[src/rtl/crt_skew_pkg.sv]
package crt_skew_pkg;

    typedef struct packed {
        logic hs;
        logic vs;
    } sync_pair_t;

    localparam sync_pair_t SYNC_INACTIVE = '{hs: 1'b0, vs: 1'b0};

    // Centre code of an offset-binary skew field: delay of the baseline.
    function automatic int unsigned centre_code(input int unsigned code_w);
        return 32'd1 << (code_w - 1);
    endfunction

    // Convert active-high internal sync into pin levels.
    function automatic sync_pair_t to_pin_level(input sync_pair_t s,
                                                input logic inv_h,
                                                input logic inv_v);
        sync_pair_t r;
        r.hs = s.hs ^ inv_h;
        r.vs = s.vs ^ inv_v;
        return r;
    endfunction

endpackage

[src/rtl/pixel_fixed_delay.sv]
module pixel_fixed_delay #(
    parameter int unsigned DATA_W = 24,
    parameter int unsigned DEPTH  = 5
) (
    input  logic              clk,
    input  logic              rst,
    input  logic [DATA_W-1:0] data_in,
    output logic [DATA_W-1:0] data_out
);
    logic [DATA_W-1:0] stage [DEPTH];

    generate
        for (genvar i = 0; i < DEPTH; i++) begin : g_stage
            if (i == 0) begin : g_head
                always_ff @(posedge clk) begin
                    if (rst) stage[0] <= '0;
                    else     stage[0] <= data_in;
                end
            end else begin : g_body
                always_ff @(posedge clk) begin
                    if (rst) stage[i] <= '0;
                    else     stage[i] <= stage[i-1];
                end
            end
        end
    endgenerate

    assign data_out = stage[DEPTH-1];

    logic warm;
    always_ff @(posedge clk) begin
        if (rst) warm <= 1'b0;
        else     warm <= 1'b1;
    end

    // the cycle after reset releases, the line shows only cleared data
    a_r7_pix_cleared: assert property (@(posedge clk) disable iff (rst)
        !warm |-> data_out == '0);

endmodule

[src/rtl/sync_tap_delay.sv]
module sync_tap_delay
    import crt_skew_pkg::*;
#(
    parameter int unsigned CODE_W = 3
) (
    input  logic              clk,
    input  logic              rst,
    input  sync_pair_t        sync_in,
    input  logic [CODE_W-1:0] code,
    output sync_pair_t        sync_tap
);
    localparam int unsigned NTAP = 1 << CODE_W;

    sync_pair_t taps [NTAP];

    assign taps[0] = sync_in;

    generate
        for (genvar i = 1; i < NTAP; i++) begin : g_line
            always_ff @(posedge clk) begin
                if (rst) taps[i] <= SYNC_INACTIVE;
                else     taps[i] <= taps[i-1];
            end
        end
    endgenerate

    assign sync_tap = taps[code];

    logic warm;
    always_ff @(posedge clk) begin
        if (rst) warm <= 1'b0;
        else     warm <= 1'b1;
    end

    // code 0 takes the sync with no line delay
    a_r2_tap_zero: assert property (@(posedge clk) disable iff (rst)
        (code == '0) |-> sync_tap == sync_in);

    // code 1 yields the sync seen one clock earlier
    a_r2_tap_one: assert property (@(posedge clk) disable iff (rst)
        (warm && code == CODE_W'(1)) |-> sync_tap == $past(sync_in));

    // directly after reset the line holds no active sync
    a_r7_line_empty: assert property (@(posedge clk) disable iff (rst)
        (!warm && code != '0) |-> sync_tap == SYNC_INACTIVE);

endmodule

[src/rtl/sync_polarity_stage.sv]
module sync_polarity_stage
    import crt_skew_pkg::*;
(
    input  logic       clk,
    input  logic       rst,
    input  sync_pair_t sync_in,
    input  logic       inv_h,
    input  logic       inv_v,
    output logic       hs_pin,
    output logic       vs_pin
);
    sync_pair_t pin_q;

    always_ff @(posedge clk) begin
        if (rst) pin_q <= to_pin_level(SYNC_INACTIVE, inv_h, inv_v);
        else     pin_q <= to_pin_level(sync_in, inv_h, inv_v);
    end

    assign hs_pin = pin_q.hs;
    assign vs_pin = pin_q.vs;

    logic warm;
    always_ff @(posedge clk) begin
        if (rst) warm <= 1'b0;
        else     warm <= 1'b1;
    end

    // with steady sync and polarity, the pin level does not move
    a_r5_level_steady: assert property (@(posedge clk) disable iff (rst)
        (warm && $stable(sync_in) && $stable(inv_h) && $stable(inv_v))
            |=> ($stable(hs_pin) && $stable(vs_pin)));

    // leaving reset, each pin rests at the level its polarity gives
    a_r7_rest_level: assert property (@(posedge clk) disable iff (rst)
        !warm |-> (hs_pin == $past(inv_h) && vs_pin == $past(inv_v)));

endmodule

[src/rtl/crt_sync_skew.sv]
module crt_sync_skew
    import crt_skew_pkg::*;
#(
    parameter int unsigned DATA_W = 24,
    parameter int unsigned CODE_W = 3
) (
    input  logic              clk,
    input  logic              rst,
    input  logic [DATA_W-1:0] pix_in,
    input  logic              hsync_in,
    input  logic              vsync_in,
    input  logic [CODE_W-1:0] skew_code,
    input  logic              hsync_pol,
    input  logic              vsync_pol,
    output logic [DATA_W-1:0] pix_out,
    output logic              hsync_out,
    output logic              vsync_out
);
    localparam int unsigned BASE_LAT = centre_code(CODE_W);
    localparam int unsigned PIX_LAT  = BASE_LAT + 1;

    sync_pair_t sync_raw;
    sync_pair_t sync_tapped;

    assign sync_raw.hs = hsync_in;
    assign sync_raw.vs = vsync_in;

    pixel_fixed_delay #(
        .DATA_W (DATA_W),
        .DEPTH  (PIX_LAT)
    ) u_pix_dly (
        .clk      (clk),
        .rst      (rst),
        .data_in  (pix_in),
        .data_out (pix_out)
    );

    sync_tap_delay #(
        .CODE_W (CODE_W)
    ) u_sync_dly (
        .clk      (clk),
        .rst      (rst),
        .sync_in  (sync_raw),
        .code     (skew_code),
        .sync_tap (sync_tapped)
    );

    sync_polarity_stage u_pol (
        .clk     (clk),
        .rst     (rst),
        .sync_in (sync_tapped),
        .inv_h   (hsync_pol),
        .inv_v   (vsync_pol),
        .hs_pin  (hsync_out),
        .vs_pin  (vsync_out)
    );

    generate
        if (PIX_LAT == 5) begin : g_lat_chk
            logic [2:0] run_cnt;
            always_ff @(posedge clk) begin
                if (rst)                run_cnt <= '0;
                else if (run_cnt != 3'd5) run_cnt <= run_cnt + 3'd1;
            end

            // pixel word emerges five clocks after it entered
            a_r1_pix_latency: assert property (@(posedge clk) disable iff (rst)
                (run_cnt == 3'd5) |-> pix_out == $past(pix_in, 5));
        end
    endgenerate

endmodule

[config.mk]
export PLATFORM = sky130hd
export DESIGN_NAME = crt_sync_skew
export DESIGN_NICKNAME = d
export VERILOG_FILES = /design/src/rtl/crt_skew_pkg.sv /design/src/rtl/pixel_fixed_delay.sv /design/src/rtl/sync_tap_delay.sv /design/src/rtl/sync_polarity_stage.sv /design/src/rtl/crt_sync_skew.sv
export SDC_FILE = /design/constraint.sdc
export NUM_CORES = 1
export LEC_CHECK = 0
export CORE_AREA = 2 2 93 95
export CTS_CLUSTER_DIAMETER = 200
export DETAILED_ROUTE_END_ITERATION = 16
export DIE_AREA = 0 0 95 97
export PLACE_DENSITY = 0.77
export SLEW_MARGIN = 20
export SYNTH_ARGS = -nofsm -noshare
export SYNTH_HDL_FRONTEND = slang
export SYNTH_SLANG_ARGS = --single-unit
[constraint.sdc]
create_clock -name clk -period 1.6 [get_ports clk]
set_input_delay 0.4 -clock clk [delete_from_list [all_inputs] [get_ports clk]]
set_output_delay 0.4 -clock clk [all_outputs]
set_load 0.01 [all_outputs]
# ---- After elaboration in Yosys (flattened, before gate mapping)
# Memory sizes are Yosys's and may differ from the RTL's.
# Cells that the tools add are included.
dict set report op_classes {
  magnitude_cmp 1
  n_mux 12
  bitwise_logic 8
}
# operator count
set ops {}
lappend ops {{$mux 24} 5}
lappend ops {{$bmux 2 s3} 1}
lappend ops {{$mux 2} 3}
lappend ops {{$or 1x1->1} 5}
lappend ops {{$ge 4x4->1 const B} 1}
lappend ops {{$not 3->4} 1}
lappend ops {{$mux 1} 3}
lappend ops {{$xor 1x1->1} 2}
dict set report word_totals {
  regBits 16
  ramBits 120
  inputBits 33
  output_inout_bits 26
  n_memories 1
}
# name depth word_bits read_ports rd_clocked_by_memory_dff write_ports line_no
set mem_list {}
lappend mem_list {u_pix_dly.stage 5 24 5 0 5 pixel_fixed_delay.sv:10} ;# logic [DATA_W-1:0] stage [DEPTH];

# ---- Longest topological paths before layout
dict set report depth {
  ltp_word 6
  depth_mapped 5
  ltp_nobuf 4
}

# ---- By module
# Synthesis repeated with hierarchy kept, for this count alone.
dict set report hier_totals {
  cells_unflattened 294
  hier_area_um2 3797.4
}
# mod instances cells_each area_per_inst_um2 seq_area_each_um2
set modules_own_cells {}
lappend modules_own_cells {pixel_fixed_delay 1 253 3220.6 2402.3}
lappend modules_own_cells {sync_tap_delay 1 35 499.2 280.3}
lappend modules_own_cells {sync_polarity_stage 1 6 77.6 40.0}

# ---- Worst setup path after synthesis
# No wires, ideal clock.
dict set report synth_path {
  path_type {input port to flip-flop}
  from {in skew_code[0]}
  to {reg u_pol.pin_q, in the netlist u_pol.hs_pin}
  setup_ns 0.132
  arrival_ns 1.387
  t_required_ns 1.468
  slack_ns 0.081
  stages 5
  cell_sequence {buf_6 mux4_1 o22ai_1 a311oi_1 xor2_1}
}
dict set report synth_via {
  elab_chain_len 6
}
# item line_no
set synth_rtl {}
lappend synth_rtl {{from (decl)} crt_sync_skew.sv:12} ;# input logic [CODE_W-1:0] skew_code,
lappend synth_rtl {{$not 3->4 (implied by the code)} sync_tap_delay.sv:27} ;# assign sync_tap = taps[code];
lappend synth_rtl {{$bmux 2 s3} sync_tap_delay.sv:27}
lappend synth_rtl {{$mux 2 (implied by the code) (2 in a row)} sync_tap_delay.sv:27}
lappend synth_rtl {{$xor 1x1->1} crt_skew_pkg.sv:20} ;# r.hs = s.hs ^ inv_h;
lappend synth_rtl {{$mux 2} sync_polarity_stage.sv:15} ;# if (rst) pin_q <= to_pin_level(SYNC_INACTIVE, inv_h, inv_v);
lappend synth_rtl {{to (signal assigned)} sync_polarity_stage.sv:15}
lappend synth_rtl {{to (signal assigned)} sync_polarity_stage.sv:16} ;# else pin_q <= to_pin_level(sync_in, inv_h, inv_v);
lappend synth_rtl {{to (decl)} sync_polarity_stage.sv:12} ;# sync_pair_t pin_q;
# No other way between the ends. The select of a mux whose other input is x is not followed.
# A chain may end at the register's enable or synchronous reset.

# ---- Worst setup path in the final report
# Same ends and word-level chain as after synthesis.

==> reports/metrics.yaml <==
run_status:
  run_status: "complete, no violations"
hold_path:
  hold_class: "input port to flop"
  hold_depth: 2
final_layout:
  num_antenna_cells: 0
  mostFrequentLayoutCells: "136 x dfxtp_1, 134 x nor2b_1, 31 x clkdlybuf4s50_1"
  layout_commonest_cell: "dfxtp_1"
  drive_gt1_share_pct: 10.82
  seq_area_sq_um: 2723
  nNetsFinal: 400
  final_area_sq_um: 5051
  layout.filler_cells: 634
  multiInputGateArea_sq_um: 989.7
  area_growth_pct: 33.63
  final_cells: 484
placement:
  dp_hpwl_um: 2864
  place_inst: 453
  gp_congestion: 0.6399
  port_buffers: 58
  postPlaceCellArea_sq_um: 4499
floorplanning:
  die-area_sq_um: 9215
  num_io_pins: 59
  core.rowCount: 33
  fp.dieW_um: 95
  core_area_sq_um: 8134
  start_util_pct: 46.47
  die-height_um: 97
critical_path:
  startpoint_type: "input port"
  path_class: "input port to flop"
  critPathCaptureType: "flop"
  crit_fanout: 2
  critPathMaxStageDelay_ns: 0.58
  cp.required_ns: 1.96
  crit_arrival_ns: 1.91
  r2r_cells: 4
  crit_slowest_cell: "mux4_1"
  worstPathCellList: "clkdlybuf4s50_1 > mux4_1 > o22ai_1 > a311oi_1 > xor2_1"
synthesis:
  synth_top_cell_by_area: "dfxtp_1"
  ys_top_cells_by_area: "dfxtp_1 72%, nor2b_1 22%, clkbuf_1 1.5%"
  synth_seq_area_share_pct: 72.03
  synth_top_area_share_pct: 72.03
  synth_cells: 299
  syn_area_sq_um: 3780
  syn_area_per_cell_sq_um: 12.64
  synth.yosys.warnings: 0
  synth_cell_types: 11
  ys_seq_elements: 136
  synth_nets: 332
timing:
  period_minus_slack_ns: 1.551
  relSlewSlack_pct: 68.62
  maxSlewViolCount: 0
  setup_viol: 0
  fmax_mhz: 644.9
  tns_ns: 0
  finalHoldViolCount: 0
  rsz0062_at_grt: "no"
  worst_pin_slew_ns: 0.4707
  finalClockSkew_ns: 0.004225
  post-route-period-util_pct: 96.91
routing:
  routed-via-count: 1901
  routed_via_density: 3.928
  drc_errors: 0
  routed_wl_um: 4623
  first_pass_iters: 4
  drt_iter0_drc: 28
  final_antenna_net_count: 0
  wl_per_cell_um: 9.552
grt:
  globalRouteOverflowTotal: 0
  antenna_found_initial: 0
  grt_max_degree: 47
  grt_pass1_wl_um: 8183
  grt_pass1_vias: 1905
  grt_usage_pct: 11.63
pwr:
  ir_drop_uv: 713.1
  powerDensity_nw_per_um2: 1477
  total_leakage_power_uw: 0.002126
cts:
  cts.clk_slew.worst_paths_ns: 0.06
  cts_hold_buffers: 0
  post-cts-setup-buffers: 0
  cts.root.buffer_cell: "clkbuf_8"
  tritoncts: "done"
  clock_path_buffers: 2
  htree_levels: 4
  worstSkewPairLatency_ns: 0.48
  cts_buffers: 17
  cts_sinks: 136
job:
  maxCapViolCount: 0
[synthesized netlist by cell type]
cell,instances
a311oi_1,2
mux2_2,2
nor2b_1,134
mux4_1,2
dfxtp_1,136
xor2_1,2
or2b_2,1
mux2i_1,2
buf_6,1
o22ai_1,2
clkbuf_1,15
[critical path: cells and delay by family]
family	cells	cell delay, ns
buffers and inverters	1	0.52
AO/OA/AOI/OAI	2	0.25
XOR/XNOR	1	0.16
multiplexers	1	0.58
[cell type report]
cell class / count / share of cell area [%]
clock buffers: 19 / 8.546
clock inverters: 12 / 3.022
multi-input cells: 147 / 19.59
flip-flops and latches: 136 / 53.90
well taps: 105 / 2.601
repair buffers: 65 / 12.34
[layer usage]
layer  global-route usage, %  routed length (um)
met5                       0                   0
met4                   4.682                  34
met3                   5.607                 261
met2                   17.95                2150
met1                   13.84                2177
[kinds of logic after synthesis]
| group | Yosys count | synth area share, % |
|---|---|---|
| AO/OA/AOI/OAI | 4 | 0.7945 |
| XOR/XNOR | 2 | 0.4635 |
| buffers and inverters | 16 | 1.787 |
| flip-flops | 136 | 72.03 |
| multiplexers | 6 | 2.516 |
| AND/OR/NAND/NOR | 135 | 22.41 |
[worst paths after layout]
check                              start                endpoint  slack (ns)
setup / recovery            skew_code[0]            u_pol.hs_pin        0.05
hold / removal                       rst  u_pix_dly.stage[0][21]        0.36
setup reg to reg     u_sync_dly.taps[13]            u_pol.hs_pin        0.26
hold reg to reg   u_pix_dly.stage[0][17]  u_pix_dly.stage[1][17]        0.43
[sequential cells by signal (all words and copies together), names as in the netlist]
signal / count
u_pix_dly.stage: 120
u_pol.hs_pin: 1
u_pol.vs_pin: 1
u_sync_dly.taps: 14
[repair_timing]
action	in CTS	in global routing
setup endpoints to repair	26	0
hold endpoints to repair	0	0
gates resized for setup	26	0
[power breakdown]
part	total (uW)	switching, uW	internal, uW	leakage (uW)
clock network	3690	1290	2400	0.000276
logic	259	97.2	162	0.000739
registers	3510	20.2	3490	0.00111
total	7460	1410	6050	0.00213
[per-stage QoR]
| stage | total power [uW] | worst slack, ns | hold WS [ns] | util, % |
|---|---|---|---|---|
| 2_1_floorplan | 3716 | 0.08135 | 0.4138 | - |
| 3_3_place_gp | 3845 | -0.3714 | 0.4165 | 55.31 |
| 3_5_place_dp | 3854 | -0.4425 | 0.4231 | 55.31 |
| 4_1_cts | 7559 | 0.08328 | 0.3354 | 62.10 |
| 5_1_grt | 7745 | 0.005652 | 0.3515 | 62.10 |
| 6_report | 7462 | 0.04937 | 0.3558 | 62.10 |
No activity file was read; power rests on OpenSTA's default activity.
